==> src/rtl/sdr4_pkg.sv <==
package sdr4_pkg;

  // Width of a column sum of four digits (-12..+12)
  localparam int SUM_W = 5;

  typedef logic [2:0] sd_code_t;

  // Sign-magnitude code to two's complement value; 3'b100 yields zero
  function automatic logic signed [2:0] sd_decode(input sd_code_t c);
    logic signed [2:0] m;
    m = $signed({1'b0, c[1:0]});
    return c[2] ? -m : m;
  endfunction

  // Two's complement value (-3..+3) to sign-magnitude code
  function automatic sd_code_t sd_encode(input logic signed [2:0] v);
    logic [1:0] mag;
    mag = v[2] ? (~v[1:0] + 2'd1) : v[1:0];
    return {v[2], mag};
  endfunction

endpackage

==> src/rtl/sdr4_col_split.sv <==
module sdr4_col_split
  import sdr4_pkg::*;
(
  input  logic signed [SUM_W-1:0] col_sum,
  input  logic                    below_pos,
  output logic signed [2:0]       carry,
  output logic signed [2:0]       part
);

  logic signed [2:0] fl_q;
  logic [1:0]        rem;
  logic              bump;

  // Upper bits give floor(col_sum/4); lower bits give the non-negative remainder
  assign fl_q = col_sum[SUM_W-1:2];
  assign rem  = col_sum[1:0];

  // A positive lower column may send a positive carry: keep the remainder non-positive
  assign bump = below_pos && (rem != 2'b00);

  always_comb begin
    if (bump) begin
      carry = fl_q + 3'sd1;
      part  = {1'b1, rem};
    end else begin
      carry = fl_q;
      part  = {1'b0, rem};
    end
  end

endmodule

==> src/rtl/sdr4_digit_merge.sv <==
module sdr4_digit_merge
  import sdr4_pkg::*;
(
  input  logic signed [2:0] part,
  input  logic signed [2:0] carry_in,
  output sd_code_t          digit
);

  logic signed [2:0] total;

  // Operands never share a sign, so the result stays within -3..+3
  assign total = part + carry_in;
  assign digit = sd_encode(total);

endmodule

==> src/rtl/sdr4_sum_core.sv <==
module sdr4_sum_core
  import sdr4_pkg::*;
#(
  parameter int N = 4,
  localparam int XW = 3 * N,
  localparam int ZW = 3 * (N + 1)
) (
  input  logic [XW-1:0] op_x,
  input  logic [XW-1:0] op_y,
  input  logic [XW-1:0] op_u,
  input  logic [XW-1:0] op_v,
  output logic [ZW-1:0] sum
);

  logic signed [SUM_W-1:0] col_sum [N];
  logic                    below_pos [N];
  logic signed [2:0]       col_carry [N];
  logic signed [2:0]       col_part  [N];

  for (genvar i = 0; i < N; i++) begin : g_col
    logic signed [2:0] dx, dy, du, dv;
    assign dx = sd_decode(op_x[3*i +: 3]);
    assign dy = sd_decode(op_y[3*i +: 3]);
    assign du = sd_decode(op_u[3*i +: 3]);
    assign dv = sd_decode(op_v[3*i +: 3]);

    assign col_sum[i] = {{2{dx[2]}}, dx} + {{2{dy[2]}}, dy}
                      + {{2{du[2]}}, du} + {{2{dv[2]}}, dv};

    if (i == 0) begin : g_base
      assign below_pos[i] = 1'b0;
    end else begin : g_upper
      assign below_pos[i] = !col_sum[i-1][SUM_W-1] && (col_sum[i-1] != '0);
    end

    sdr4_col_split u_split (
      .col_sum  (col_sum[i]),
      .below_pos(below_pos[i]),
      .carry    (col_carry[i]),
      .part     (col_part[i])
    );

    if (i == 0) begin : g_lsd
      sdr4_digit_merge u_merge (
        .part    (col_part[i]),
        .carry_in(3'sd0),
        .digit   (sum[3*i +: 3])
      );
    end else begin : g_msd
      sdr4_digit_merge u_merge (
        .part    (col_part[i]),
        .carry_in(col_carry[i-1]),
        .digit   (sum[3*i +: 3])
      );
    end
  end

  // Top digit is the carry out of the highest column
  assign sum[3*N +: 3] = sd_encode(col_carry[N-1]);

endmodule

==> src/rtl/sdr4_quad_add.sv <==
module sdr4_quad_add #(
  parameter int N = 4,
  localparam int XW = 3 * N,
  localparam int ZW = 3 * (N + 1)
) (
  input  logic          clk,
  input  logic          rst_n,
  input  logic          in_valid,
  output logic          in_ready,
  input  logic [XW-1:0] in_x,
  input  logic [XW-1:0] in_y,
  input  logic [XW-1:0] in_u,
  input  logic [XW-1:0] in_v,
  output logic          out_valid,
  input  logic          out_ready,
  output logic [ZW-1:0] out_sum
);

  logic [ZW-1:0] core_sum;
  logic [ZW-1:0] sum_q;
  logic          valid_q;

  sdr4_sum_core #(.N(N)) u_core (
    .op_x(in_x),
    .op_y(in_y),
    .op_u(in_u),
    .op_v(in_v),
    .sum (core_sum)
  );

  assign in_ready = !valid_q || out_ready;

  always_ff @(posedge clk or negedge rst_n) begin
    if (!rst_n) begin
      valid_q <= 1'b0;
      sum_q   <= '0;
    end else if (in_ready) begin
      valid_q <= in_valid;
      if (in_valid) sum_q <= core_sum;
    end
  end

  assign out_valid = valid_q;
  assign out_sum   = sum_q;

endmodule

==> config.mk <==
export PLATFORM = sky130hd
export DESIGN_NAME = sdr4_quad_add
export DESIGN_NICKNAME = d
export VERILOG_FILES = /design/src/rtl/sdr4_pkg.sv /design/src/rtl/sdr4_col_split.sv /design/src/rtl/sdr4_digit_merge.sv /design/src/rtl/sdr4_sum_core.sv /design/src/rtl/sdr4_quad_add.sv
export SDC_FILE = /design/constraint.sdc
export NUM_CORES = 1
export LEC_CHECK = 0
export ABC_AREA = 1
export BUFFER_PORTS_ARGS = -buffer_cell sky130_fd_sc_hd__buf_2
export CAP_MARGIN = 0
export CORE_MARGIN = 2
export CORE_UTILIZATION = 35
export CTS_CLUSTER_SIZE = 30
export DETAILED_ROUTE_END_ITERATION = 12
export GPL_TIMING_DRIVEN = 1
export PLACE_DENSITY_LB_ADDON = 0.3
export SETUP_SLACK_MARGIN = 0.02
export SYNTH_ARGS = -nofsm -noshare
export SYNTH_HDL_FRONTEND = slang
export SYNTH_HIERARCHICAL = 1
export SYNTH_SLANG_ARGS = --single-unit
==> constraint.sdc <==
create_clock -name clk -period 1 [get_ports clk]
set_input_delay 0.05 -clock clk [delete_from_list [all_inputs] [get_ports clk]]
set_output_delay 0.05 -clock clk [all_outputs]
set_load 0.05 [all_outputs]
# Yosys cells after proc, flatten, opt, wreduce, memory -nomap -nowiden
# Cells that the tools add are included.
[word_totals]
register_bits = 15
input_bits = 52
output_inout_bits = 17
wordCells = 88
[classes]
addsub = 38
muxes = 26
bitwise_logic = 4
reduce_logical = 18
[ops]
columns = ["operator", "count"]
rows = [
  ["$mux 3", 22],
  ["$neg 2->3", 16],
  ["$add 5x5->5", 8],
  ["$add 3x3->4", 4],
  ["$reduce_bool 5->1", 3],
  ["$add 3x2->3 const B", 3],
  ["$add 3x3->3", 3],
  ["$add 2x1->2 const B", 4],
  ["$mux 2", 4],
  ["$not 2->2", 4],
  ["$logic_and 1x1->1", 6],
  ["$reduce_bool 2->1", 3],
  ["$logic_not 1->1", 4],
  ["$reduce_and 2->1", 1],
  ["$logic_or 1x1->1", 1],
]

# Longest topological paths before layout
[logic_depth]
depth_word = 13
ltp_mapped = 29

# Cells and area by module
# The synthesis kept the hierarchy.
[by_module_without_submodules]
columns = ["module", "n_inst", "cells_per_inst", "area_each_um2", "seq_area_each_um2"]
rows = [
  ["sdr4_sum_core", 1, 241, 1755.4, 0.0],
  ["sdr4_quad_add", 1, 69, 651.9, 400.4],
  ["sdr4_col_split", 4, 25, 126.4, 0.0],
  ["sdr4_digit_merge", 4, 19, 103.8, 0.0],
]

# Worst setup path before layout
# Ideal clock, no wire load.
[synth_path]
path_kind = "input -> register"
start = "input port in_x[0]"
end = "register sum_q[7], in the netlist out_sum[7]"
setup_time_ns = 0.119
t_arrival_ns = 3.887
required_ns = 0.881
slack_ns = -3.007
cell_stages = 24
n_path_buf = 0
path_cell_list = "inv_1 -> ha_1 -> nand2_1 -> o21ai_0 -> fa_1 -> fa_1 -> ha_1 -> inv_1 -> fa_1 -> inv_1 -> nor3_1 -> nor2b_1 -> nor2_1 -> nand2_1 -> nand2_1 -> nand2_1 -> ha_1 -> inv_1 -> fa_1 -> xnor2_1 -> nand2_1 -> nand2_1 -> nand3_1 -> nand2_1"
[synth_lines]
columns = ["item", "line_no", "text"]
rows = [
  ["from (decl)", "sdr4_quad_add.sv:10", "input logic [XW-1:0] in_x,"],
  ["to (signal assigned)", "sdr4_quad_add.sv:39", "if (in_valid) sum_q <= core_sum;"],
  ["to (decl)", "sdr4_quad_add.sv:20", "logic [ZW-1:0] sum_q;"],
]

==> metrics <==
syn avg cell area=6.85 µm²; Synth Warn #=6; Hold Path Class=input port to flop; capture point of the worst reg-to-reg path=out_sum[2]$_DFFE_PN0P_; CP startpoint kind=input port; unrepaired setup endpoints after global routing=yes; CP Cell Sequence=buf_8 -> inv_12 -> ha_4 -> nand2_2 -> o21ai_2 -> fa_1 -> fa_1 -> ha_2 -> fa_2 -> buf_4 -> buf_4 -> ha_1 -> nand3_1 -> nand2_1 -> inv_2 -> fa_2 -> xnor2_1 -> nand2_1 -> nand2_1 -> nand3_1 -> nand2_1; maximum vdd drop=1330 µV; vias in the first global route=3278; pwr/cell area=3080 nW/µm²; Placed Cells=736; global-route wire length before repair=12700 µm; Multi-input gate area=2860 µm²; top post-synthesis cells by area=fa_1, nand2_1, ha_1; Via Count=3227; Tcrit/Tclk final=3.70; htree depth=1; WL per Instance=9.27 µm; Detailed Route WL=7010 µm; status=finished with violations; number of DRC markers in iteration 0=47; largest net degree at the start of global routing=17; max_cap viols=0; clk_skew=0.00146 ns; Worst-Skew Late Latency=0.24 ns; Ant. Diodes=0; chip height=102 µm; Fillers=860; Worst EP arrival=3.89 ns; fin cells=757; CTS tree=done; total congestion overflow=0; Max Slew Vio Count=0; layout cells sized above 1=0.454; Final Hold Fails=0; Setup WS pre-CTS=-3.16 ns; die area=10300 µm²; Req. time, crit path=1.19 ns; Cell variety after synth=24; nets=753; IO buf count=68; final hold slack=0.113 ns; drt pass-1 iters=4; fin crit period=3.70 ns; FMAX=270 MHz; worst hold stages=4; worst reg2reg path depth=4; Total GRT Usage=0.144; Tot Pwr=15.8 mW; final core occ=0.554; synthesized cell area=3330 µm²; area share of the largest cell type after synthesis=0.192; final setup vio count=14; antenna viol nets, final=0; register area share after synthesis=0.120; CP max-delay cell=fa_2; CTS buffer count=3; cell area after placement=4520 µm²; Vias/cell=4.26; area leader, netlist=fa_1; gpl congestion=0.746; CTS Root Cell=clkbuf_8; crit path from=in_u[4]; clk buf depth=2; Initial Utilization=0.360; failing checks=setup timing; R2R setup slack=0.08 ns; area added between synthesis and finish=53.9%; Post-Layout Inst Area=5120 µm²; worst-path fanout max=3; DRC=0; core area=9240 µm²; R2R Path Start=out_valid$_DFFE_PN0P_; CTS sink cnt=16; Clock transition at path regs=0.06 ns; dpl hpwl=5960 µm; TNS Setup=-29.48 ns; Hold Crit Start=out_ready; Post-Synthesis Cells=486; sequential cell area=402 µm²; Worst Hold Path EP=out_valid$_DFFE_PN0P_; Lkg Pwr=2.83 nW; CP peak stage delay=0.55 ns; most used cell, CP=nand2_1; Final WS setup=-2.70 ns; total I/O pin count=69; antenna violations before repair=0; crit end category=flop; Die Wd=102 µm; Seq cells post-synth=16; type of the worst setup path=input port to flop; # rows=35
==> cells in the final DEF, fill, tap and decap left out, types with 20 or more instances in the layout <==
master,n
nand2_1,112
inv_1,91
buf_4,68
buf_2,49
nand2_2,31
fa_1,25
buf_6,24
nand3_1,23
inv_2,22
nor2_1,22
ha_1,20
==> synth_stat cells <==
library cell and count:
nand2_1 144, inv_1 121, ha_1 40, fa_1 32, nand3_1 32, nor2_1 24, dfrtp_1 16, o21ai_0 16
buf_4 15, xnor2_1 11, inv_2 5, a21oi_1 4, nand3b_1 4, nor2_4 4, nor2b_1 3, nor3_1 3
xor2_1 3, nand2_4 2, or2_1 2, buf_6 1, conb_1 1, nand2_2 1, nor2_2 1, xor2_2 1
==> timing repair <==
item / CTS / global route
setup endpoints to repair: 15 / 15
pin swaps: 59 / 55
gates resized for setup: 48 / 62
setup buffers: 10 / 10
hold buffers: 1 / 0
endpoints found under the hold margin: 16 / 0
==> cells by family (layout without fill, tap and decap cells) <==
| logic type | Yosys count | in the layout | synth area share |
|---|---|---|---|
| simple gates | 220 | 220 | 0.285 |
| xor+xnor | 15 | 15 | 0.0417 |
| buf+inv | 142 | 277 | 0.179 |
| flops | 16 | 16 | 0.120 |
| compound gates | 20 | 20 | 0.0301 |
| other cells | 1 | 8 | 0.00113 |
| fa+ha+maj | 72 | 72 | 0.343 |
==> power by group <==
group	switching (mW)	internal [mW]
logic	7.51	6.59
registers	0.160	0.951
clock network	0.217	0.349
==> flip-flops by register name, summed over array words and instances, names as in the netlist <==
| signal | count |
|---|---|
| out_sum | 15 |
| out_valid | 1 |
==> worst max-delay path, delay by kind of cell <==
family          cells  cell delay, ns
xor+xnor            1            0.12
simple gates        7            0.45
buf+inv             5            0.43
compound gates      1            0.06
fa+ha+maj           7            2.76
==> final cells by class <==
| type | instances | area share |
|---|---|---|
| Multi-Input combinational cell | 335 | 0.558 |
| Timing Repair Buffer | 147 | 0.217 |
| Inverter | 126 | 0.105 |
| Sequential cell | 16 | 0.0784 |
| Tap cell | 129 | 0.0315 |
| Clock buffer | 4 | 0.0108 |
==> worst max-delay path by stage <==
stage / slack [ns] / depth (start not counted) / to
floorplan: -2.82 / 24 / out_sum[7]$_DFFE_PN0P_
detailed placement: -3.16 / 29 / out_sum[7]$_DFFE_PN0P_
finish: -2.70 / 21 / out_sum[7]$_DFFE_PN0P_
CTS: -2.75 / 25 / out_sum[7]$_DFFE_PN0P_
global placement: -3.10 / 25 / out_sum[7]$_DFFE_PN0P_
global route: -2.88 / 29 / out_sum[7]$_DFFE_PN0P_
==> metal layers <==
layer | GRT usage | vias to the layer above | part of all wire
met1 | 0.166 | 1477 | 0.42
li1 | - | 1700 | -
met2 | 0.290 | 44 | 0.55
met3 | 0.00897 | 6 | 0.019
met4 | 0.0229 | 0 | 0.010
met5 | 0 | - | 0
No activity file was read; power rests on OpenSTA's default activity.
